File: src/rtl/sigrow_pkg.sv
package sigrow_pkg;

    // Control register bit positions as decoded by software
    localparam int unsigned CTL_EN_BIT  = 0;
    localparam int unsigned CTL_SIG_BIT = 5;

    typedef struct packed {
        logic sig;
        logic en;
    } ctl_bits_t;

endpackage

File: src/rtl/sigrow_window.sv
module sigrow_window #(
    parameter int unsigned WINDOW_CYCLES = 3,
    parameter int unsigned HOLD_CYCLES   = 6
) (
    input  logic clk,
    input  logic rst,
    input  logic arm,
    input  logic ld_req,
    output logic busy,
    output logic win_open,
    output logic expire
);
    localparam int unsigned CNT_W = $clog2(HOLD_CYCLES + 1);

    typedef struct packed {
        logic [CNT_W-1:0] cnt;
        logic             win;
    } win_state_t;

    win_state_t st_d, st_q;

    assign busy     = (st_q.cnt != '0);
    assign expire   = (st_q.cnt == CNT_W'(HOLD_CYCLES));
    assign win_open = st_q.win;

    always_comb begin
        st_d = st_q;
        if (st_q.cnt != '0) begin
            // first load closes the window
            if (st_q.win && ld_req) begin
                st_d.win = 1'b0;
            end
            // last window cycle closes it
            if (st_q.cnt == CNT_W'(WINDOW_CYCLES)) begin
                st_d.win = 1'b0;
            end
            if (expire) begin
                st_d.cnt = '0;
                st_d.win = 1'b0;
            end else begin
                st_d.cnt = st_q.cnt + CNT_W'(1);
            end
        end else if (arm) begin
            st_d.cnt = CNT_W'(1);
            st_d.win = 1'b1;
        end
    end

    always_ff @(posedge clk) begin
        if (rst) begin
            st_q <= '0;
        end else begin
            st_q <= st_d;
        end
    end

endmodule

File: src/rtl/sigrow_rom.sv
module sigrow_rom #(
    parameter int unsigned                   DEPTH    = 18,
    parameter int unsigned                   ADDR_W   = 16,
    parameter int unsigned                   DATA_W   = 8,
    parameter logic [DEPTH*DATA_W-1:0]       ROM_INIT = '1,
    parameter logic [DATA_W-1:0]             FILL     = '1
) (
    input  logic [ADDR_W-1:0] addr,
    output logic [DATA_W-1:0] data
);
    localparam int unsigned IDX_W = (DEPTH > 1) ? $clog2(DEPTH) : 1;

    logic [DATA_W-1:0] tbl [DEPTH];

    for (genvar i = 0; i < int'(DEPTH); i++) begin : g_entry
        assign tbl[i] = ROM_INIT[i*DATA_W +: DATA_W];
    end

    logic hit;
    assign hit = (addr < ADDR_W'(DEPTH));

    always_comb begin
        data = FILL;
        if (hit) begin
            data = tbl[addr[IDX_W-1:0]];
        end
    end

endmodule

File: src/rtl/sigrow_read_ctrl.sv
module sigrow_read_ctrl
    import sigrow_pkg::*;
#(
    parameter int unsigned DATA_W        = 8,
    parameter int unsigned ADDR_W        = 16,
    parameter int unsigned WINDOW_CYCLES = 3,
    parameter int unsigned HOLD_CYCLES   = 6,
    parameter int unsigned ROM_DEPTH     = 18,
    parameter logic [ROM_DEPTH*DATA_W-1:0] ROM_INIT = {
        8'hC7, 8'hFF, 8'hB3, 8'hFF, 8'h9A, 8'hFF, 8'h80, 8'h40, 8'h56,
        8'h78, 8'h12, 8'h34, 8'hFF, 8'h03, 8'h5A, 8'h0C, 8'h94, 8'h1E
    }
) (
    input  logic              clk,
    input  logic              rst,
    input  logic              ctl_wr_en,
    input  logic [DATA_W-1:0] ctl_wr_data,
    output logic [DATA_W-1:0] ctl_rd_data,
    input  logic              ld_req,
    input  logic [ADDR_W-1:0] ld_addr,
    input  logic [DATA_W-1:0] flash_rd_data,
    output logic [DATA_W-1:0] ld_data
);
    ctl_bits_t ctl_d, ctl_q;

    logic busy, win_open, expire;
    logic wr_ok, arm, redirect;
    logic [DATA_W-1:0] rom_byte;
    logic wr_data_unused;

    assign wr_data_unused = ^ctl_wr_data;

    assign wr_ok    = ctl_wr_en && !busy;
    assign arm      = wr_ok && ctl_wr_data[CTL_SIG_BIT] && ctl_wr_data[CTL_EN_BIT];
    assign redirect = win_open && ld_req;

    sigrow_window #(
        .WINDOW_CYCLES (WINDOW_CYCLES),
        .HOLD_CYCLES   (HOLD_CYCLES)
    ) u_window (
        .clk      (clk),
        .rst      (rst),
        .arm      (arm),
        .ld_req   (ld_req),
        .busy     (busy),
        .win_open (win_open),
        .expire   (expire)
    );

    sigrow_rom #(
        .DEPTH    (ROM_DEPTH),
        .ADDR_W   (ADDR_W),
        .DATA_W   (DATA_W),
        .ROM_INIT (ROM_INIT),
        .FILL     ({DATA_W{1'b1}})
    ) u_rom (
        .addr (ld_addr),
        .data (rom_byte)
    );

    always_comb begin
        ctl_d = ctl_q;
        if (expire) begin
            ctl_d = '0;
        end else if (wr_ok) begin
            ctl_d.sig = ctl_wr_data[CTL_SIG_BIT];
            ctl_d.en  = ctl_wr_data[CTL_EN_BIT];
        end
    end

    always_ff @(posedge clk) begin
        if (rst) begin
            ctl_q <= '0;
        end else begin
            ctl_q <= ctl_d;
        end
    end

    always_comb begin
        ctl_rd_data              = '0;
        ctl_rd_data[CTL_SIG_BIT] = ctl_q.sig;
        ctl_rd_data[CTL_EN_BIT]  = ctl_q.en;
    end

    assign ld_data = redirect ? rom_byte : flash_rd_data;

endmodule

File: config.mk
export PLATFORM = sky130hd
export DESIGN_NAME = sigrow_read_ctrl
export DESIGN_NICKNAME = d
export VERILOG_FILES = /design/src/rtl/sigrow_pkg.sv /design/src/rtl/sigrow_window.sv /design/src/rtl/sigrow_rom.sv /design/src/rtl/sigrow_read_ctrl.sv
export SDC_FILE = /design/constraint.sdc
export NUM_CORES = 1
export LEC_CHECK = 0
export BUFFER_PORTS_ARGS = -buffer_cell sky130_fd_sc_hd__buf_2
export CAP_MARGIN = 10
export CORE_MARGIN = 5
export CORE_UTILIZATION = 45
export DETAILED_ROUTE_END_ITERATION = 7
export MAX_ROUTING_LAYER = met4
export PLACE_DENSITY = 0.92
export SLEW_MARGIN = 20
export SYNTH_ARGS = -nofsm -noshare
export SYNTH_HDL_FRONTEND = slang
export SYNTH_HIERARCHICAL = 1
export SYNTH_SLANG_ARGS = --single-unit
File: constraint.sdc
create_clock -name clk -period 3.5 [get_ports clk]
set_clock_uncertainty 0.15 [all_clocks]
set_input_delay 0.35 -clock clk [delete_from_list [all_inputs] [get_ports clk]]
set_output_delay 0.35 -clock clk [all_outputs]
set_load 0.01 [all_outputs]
==> reports/results.ini, run 1 <==
[outcome]
status=finished, final reports clean

[worst_setup_path]
crit_arrival_ns=2.07
start_kind=input port
reg2reg_depth=5
rr_startpoint=u_window/st_q[1]
path_cells=buf_2 -> or4b_4 -> a2111oi_4 -> o21ai_0 -> mux2_2 -> buf_2
crit_path_frequent_cell=buf_2
path_class=input port to primary output
crit_slowest_cell=or4b_4
worst_path_largest_cell_delay_ns=0.57
critPathMaxFanout=15
reg2reg_slack_ns=1.76
end_kind=primary output
r2r-end=u_window/st_q[1]
crit_required_ns=3.00

[placement]
dp_hpwl_mm=1.77
port_buffers=39
placed_area_sq_mm=0.00102
globalplace.congestion=0.769

[clock_network]
clkLatencyLatePin_ns=0.24
cts-buffers-inserted=3
post_cts_buffers=0
cts.path.max_buffers=2
cts.sinks=6
hold_buffers=0
cts_root_buf=clkbuf_4
clkTransAtPathRegs_ns=0.04
cts_tree=built
cts_resized=0
cts.htree.levels=1

[sta]
fin_crit_ns=2.57
tns_ns=0
max_freq_ghz=0.389
rsz0062_at_grt=false
post-route-period-util_pct=73.4
setup_viol=0
slew_violations=0
finalHoldViolations=0

[routing]
via_per_inst=5.26
drc_errors=0
final_antenna_net_count=0
drtIter0Drc=16
firstDrtPassIters=4
wirelength_mm=2.05
wl_per_cell_um=13.5
vias=800

[floorplanning]
die-area_sq_mm=0.00280
fp-row-count=15
die-width_um=52.9
coreArea_sq_mm=0.00175
pin_count=52
fp.dieH_um=52.9
initial_core_util_pct=47.5

[pwr]
peakVddDrop_mv=0.170
power.density_mw_per_mm2=223
p_leak_uw=0.000482
power_uw=232

[finish]
finalCoreUtilization_pct=59.8
fillers=160
layout_common_cells=buf_2 (39), mux2_2 (9), ha_1 (8)
synthToLayoutAreaGrowth_pct=26.0
design_area_sq_mm=0.00104
nNetsFinal=173
drive_above_1_share_pct=46.5
n_antenna_cell=0
final_common_cell=buf_2

[global_routing]
grt_max_degree=16
grt_pass1_wl_mm=3.10
antenna_found_initial=0
track_usage_pct=15.1
grt_pass1_vias=780
grt-ovfl-total=0

[logic_synthesis]
syn_inst=88
netlist_area_sq_um=828
synth_cell_types=37
syn_avg_cell_area_sq_um=9.41
seq_area_frac_synth_pct=14.5
synth_warnings=6
ys_ff_latch=6

[hold_path]
hold_path_class=input port to register
min-delay-start=rst
hold_depth=2
hold_end=u_window/st_q[2]

[job]
maxCapViolations=0

cell usage after synthesis (all sizes together):
master	number	area share (%)
nand2b	4	3.0
nand2	4	2.1
or4b	2	2.9
nand3	2	1.2
nor4b	1	1.1
a31oi	1	0.76
or4	2	2.3
mux4	1	3.2
or3b	1	1.1
buf	6	5.4
nor2	1	0.45
and3	1	0.76
inv	5	2.3
and2	1	0.76
and3b	2	2.1
nand3b	1	0.91
a21oi	1	0.60
o32ai	1	2.0
mux2	9	12
o21ai	5	3.0
dfxtp	6	15
nor2b	1	1.7
or3	2	2.1
mux2i	5	6.0
nor3	3	1.8
clkbuf	2	0.91
ha	8	12
nor4	1	2.6
a2111oi	2	4.4
conb	1	0.45
o211ai	5	4.5
or2b	1	0.91
worst max path at each step:
stage	start	to	slack, ns	cells past startpoint
floorplan	ld_addr[13]	ld_data[3]	1.27	4
global placement	ld_addr[3]	ld_data[5]	0.98	6
detailed placement	ld_addr[3]	ld_data[3]	0.94	6
CTS	ld_addr[3]	ld_data[3]	0.94	6
global route	ld_addr[3]	ld_data[3]	0.89	6
finish	ld_addr[3]	ld_data[3]	0.93	6
through the flow:
stage / setup WS [ns] / hold WS [ns] / std cells
after floorplan: 1.27 / 0.269 / 93
after global placement: 0.983 / 0.330 / 149
after detailed placement: 0.944 / 0.349 / 149
after CTS: 0.935 / 0.211 / 152
after global routing: 0.886 / 0.225 / 152
final: 0.929 / 0.220 / 152
sequential cells by signal (all words and copies together), names as in the netlist:
name / cells
u_window/st_q: 3
ctl_rd_data: 2
u_window/win_open: 1
power breakdown:
part	switching (uW)	internal (uW)	total (uW)
Clock	23.8	38.7	62.5
Combinational	46.4	46.6	93.1
Sequential	3.62	73.3	76.9
Total	73.8	159	232
routing by layer:
layer	vias to the layer above	global-route usage, %	routed length [um]
li1	395	-	-
met1	378	14.6	730
met2	23	28.5	1180
met3	4	1.69	98
met4	0	8.94	36
met5	-	-	0
worst max-delay path, delay by kind of cell:
family,cells,cell delay [ns]
AND/OR/NAND/NOR,1,0.57
AO/OA/AOI/OAI,2,0.55
buffers and inverters,2,0.32
multiplexers,1,0.28
cell type report:
| class | instances | area, sq um | share of cell area, % |
|---|---|---|---|
| repair buffers | 39 | 195 | 18.7 |
| well taps | 25 | 31.3 | 3.00 |
| multi-input cells | 74 | 656 | 62.8 |
| clock buffers | 3 | 22.5 | 2.16 |
| inverters | 5 | 18.8 | 1.80 |
| flip-flops and latches | 6 | 120 | 11.5 |
cell families (layout without fill, tap and decap cells):
family | count (synthesis) | after routing | synth area share, %
buf+inv | 13 | 47 | 8.61
other cells | 1 | 6 | 0.453
mux | 15 | 15 | 21.5
simple gates | 30 | 30 | 27.6
fa+ha+maj | 8 | 8 | 12.1
flops | 6 | 6 | 14.5
compound gates | 15 | 15 | 15.3
Note: power is estimated with default switching activity, not from simulation.
==> run 2: changes to the inputs <==
Settings changed: ABC_AREA set to 1, PLACE_DENSITY 0.92 to 0.88.
Clock period 3.5 ns to 2.7 ns, I/O delays scaled along.
==> run 2 against run 1 <==
Against the previous run: non-clock buffer count did not move; critical path type unchanged; sequential share of layout area fell by 1.1 points; largest cell class unchanged; die area rose by 14%; global-route usage fell by 1.2 points; worst hold slack got worse by 0.15 ns; sequential cell count did not move; clock power rose by 38%.
==> reports/results.ini, run 2 <==
[placement]
dp_hpwl_mm=1.75  ; was 1.77 mm
port_buffers=39  ; unchanged
place_ws_ns=0.776  ; was 0.944 ns
placed_area_sq_mm=0.00113  ; was 0.00102 sq mm
globalplace.congestion=0.892  ; was 0.769

[logic_synthesis]
netlist_area_sq_um=967  ; was 828 sq um
synth_top_family_by_area=simple AND/OR/NAND/NOR gates  ; unchanged
synthSimpleGateAreaFrac_pct=53.2  ; was 27.6%
syn_avg_cell_area_sq_um=5.62  ; was 9.41 sq um
synth.most_common_cell=nand2_1  ; was mux2_2
synthXorXnorAreaFrac_pct=0  ; unchanged
ys_top_cells_by_area=nand2_1 (22%), dfxtp_1 (12%), nand3_1 (12%)  ; was dfxtp_1 (15%), mux2_2 (12%), ha_1 (12%)
synth.area.mux_share_pct=0  ; was 21.5%
synth-edff-count=0  ; unchanged
seq_area_frac_synth_pct=12.4  ; was 14.5%
async_reset_ff_share_pct=0  ; unchanged
ys_ff_latch=6  ; unchanged
synth_top_area_share_pct=22.1  ; was 14.5%
synth-main-ff-cell=dfxtp_1  ; unchanged
synth_cell_types=23  ; was 37
synth_warnings=6  ; unchanged
yosys-top-cells-count=nand2_1 (57), inv_1 (27), nand3_1 (24)  ; was mux2_2 (9), ha_1 (8), buf_4 (6), dfxtp_1 (6)
synthAdderAreaFrac_pct=10.3  ; was 12.1%
yosysTopAreaCell=nand2_1  ; was dfxtp_1
syn_inst=172  ; was 88
synth_compound_area_share_pct=2.85  ; was 15.3%

[hold_path]
hold_path_class=input port to register  ; unchanged
hold_depth=2  ; unchanged

[pwr]
peakVddDrop_mv=0.306  ; was 0.170 mV
power_uw=381  ; was 232 uW
power.density_mw_per_mm2=331  ; was 223 mW/mm^2
p_leak_uw=0.000689  ; was 0.000482 uW

[clock_network]
cts-buffers-inserted=3  ; unchanged
cts.sinks=6  ; unchanged
cts_root_buf=clkbuf_4  ; unchanged
cts_tree=built  ; unchanged
cts.path.max_buffers=2  ; unchanged
cts_resized=0  ; unchanged
post_cts_buffers=0  ; unchanged
clkLatencyLatePin_ns=0.25  ; was 0.24 ns
hold_buffers=0  ; unchanged
clkTransAtPathRegs_ns=0.05  ; was 0.04 ns
cts.htree.levels=1  ; unchanged

[finish]
design_area_sq_mm=0.00115  ; was 0.00104 sq mm
nNetsFinal=255  ; was 173
layout_common_cells=nand2_1 (57), buf_2 (39), inv_1 (27)  ; was buf_2 (39), mux2_2 (9), ha_1 (8)
fillers=240  ; was 160
regMostFlops=u_window/st_q  ; unchanged
final_common_cell=nand2_1  ; was buf_2
drive_above_1_share_pct=27.3  ; was 46.5%
largest_reg_flops=3  ; unchanged
synthToLayoutAreaGrowth_pct=19.0  ; was 26.0%
n_antenna_cell=0  ; unchanged

[global_routing]
antenna_found_initial=0  ; unchanged
grt_pass1_wl_mm=3.51  ; was 3.10 mm
grt_max_degree=13  ; was 16
track_usage_pct=13.9  ; was 15.1%
grt_pass1_vias=885  ; was 780
grt-ovfl-total=0  ; unchanged

[sta]
setup_ws_ns=0.794  ; was 0.929 ns
max_freq_ghz=0.525
rsz0062_at_grt=false  ; unchanged
setup_viol=0  ; unchanged
slew_violations=0  ; unchanged
whs_ns=0.0697  ; was 0.220 ns
fin_crit_ns=1.91
tns_ns=0  ; unchanged
finalHoldViolations=0  ; unchanged
post-route-period-util_pct=70.6

[routing]
via_per_inst=4.52  ; was 5.26
wl_met3_um=214  ; was 98 um
vias=1066  ; was 800
final_antenna_net_count=0  ; unchanged
firstDrtPassIters=4  ; unchanged
wirelength_mm=2.06  ; was 2.05 mm
met2_length_um=954  ; was 1.18 mm
drtIter0Drc=24  ; was 16
top_layer=met4  ; unchanged
wl_per_cell_um=8.74  ; was 13.5 um
wl_met1_um=856  ; was 730 um
drc_errors=0  ; unchanged

[floorplanning]
die-width_um=56.4  ; was 52.9 um
coreArea_sq_mm=0.00200  ; was 0.00175 sq mm
die-area_sq_mm=0.00318  ; was 0.00280 sq mm
fp-row-count=16  ; was 15
initial_core_util_pct=48.3  ; was 47.5%
pin_count=52  ; unchanged
fp.dieH_um=56.4  ; was 52.9 um

[outcome]
status=finished, final reports clean  ; unchanged

[worst_setup_path]
crit_arrival_ns=1.49  ; was 2.07 ns
rr_startpoint=u_window/st_q[1]  ; unchanged
reg2reg_slack_ns=1.28  ; was 1.76 ns
startpoint=ld_addr[0]  ; was ld_addr[3]
path_class=input port to primary output  ; unchanged
end_kind=primary output  ; unchanged
start_kind=input port  ; unchanged
crit_required_ns=2.28  ; was 3.00 ns
critPathMaxFanout=8  ; was 15
crit_path_end=ld_data[1]  ; was ld_data[3]
r2r-end=u_window/win_open  ; was u_window/st_q[1]
reg2reg_depth=9  ; was 5

[job]
maxCapViolations=0  ; unchanged

-- run 2: cell count changes in the layout (fill, tap and decap cells not counted), sizes merged, moves of 4 or more --
| cell | previous run | this run |
|---|---|---|
| nor2 | 1 | 19 |
| o21ai | 5 | 1 |
| mux2 | 9 | 0 |
| mux2i | 5 | 0 |
| inv | 5 | 29 |
| nand2b | 4 | 0 |
| nand3 | 2 | 26 |
| o211ai | 5 | 1 |
| nand2 | 4 | 63 |
-- run 2: how the worst min path moves through the flow --
stage | end | startpoint | slack, ns
final | u_window/win_open | rst | 0.07
after global routing | u_window/st_q[2] | rst | 0.08
after CTS | u_window/win_open | rst | 0.07
after detailed placement | ctl_rd_data[5] | ctl_rd_data[5] | 0.33
after global placement | ctl_rd_data[5] | ctl_rd_data[5] | 0.32
after floorplan | u_window/win_open | rst | 0.19
-- run 2: power by group --
part / internal (uW) / total, uW / switching (uW)
sequential: 102 / 116 / 14.1
clock: 50.5 / 86.2 / 35.7
combinational: 72.1 / 179 / 107
-- run 2: final cells by class --
type,count,area (sq um),area share [%]
inverters,30,115,10.0
repair buffers,39,195,17.0
flip-flops and latches,6,120,10.4
clock buffers,3,22.5,1.96
well taps,27,33.8,2.93
multi-input cells,131,664,57.7
-- run 2: logic make-up after synthesis --
| group | after synthesis |
|---|---|
| adder cells (fa/ha/maj) | 8 |
| flip-flops | 6 |
| buffers and inverters | 40 |
| AND/OR/NAND/NOR | 112 |
| other | 1 |
| AO/OA/AOI/OAI | 5 |
-- run 2: worst max-delay path, stage by stage --
cell and delay (ns):
buf_2 0.16, inv_1 0.11, ha_1 0.34, nand2_1 0.08, nand3_1 0.07, nand2_1 0.06
inv_1 0.03, nand3_1 0.06, nand3_1 0.09, nand2_1 0.09, buf_2 0.13
-- run 2: stage by stage --
stage | util, % | instances
2_1_floorplan | - | 177
3_3_place_gp | 56.4 | 233
3_5_place_dp | 56.4 | 233
4_1_cts | 57.5 | 236
5_1_grt | 57.5 | 236
6_report | 57.5 | 236
-- run 2: layer usage --
layer | track usage (%) | vias up
met5 | - | -
met4 | 6.10 | 0
met3 | 5.73 | 4
met2 | 22.4 | 36
met1 | 15.1 | 441
li1 | - | 585
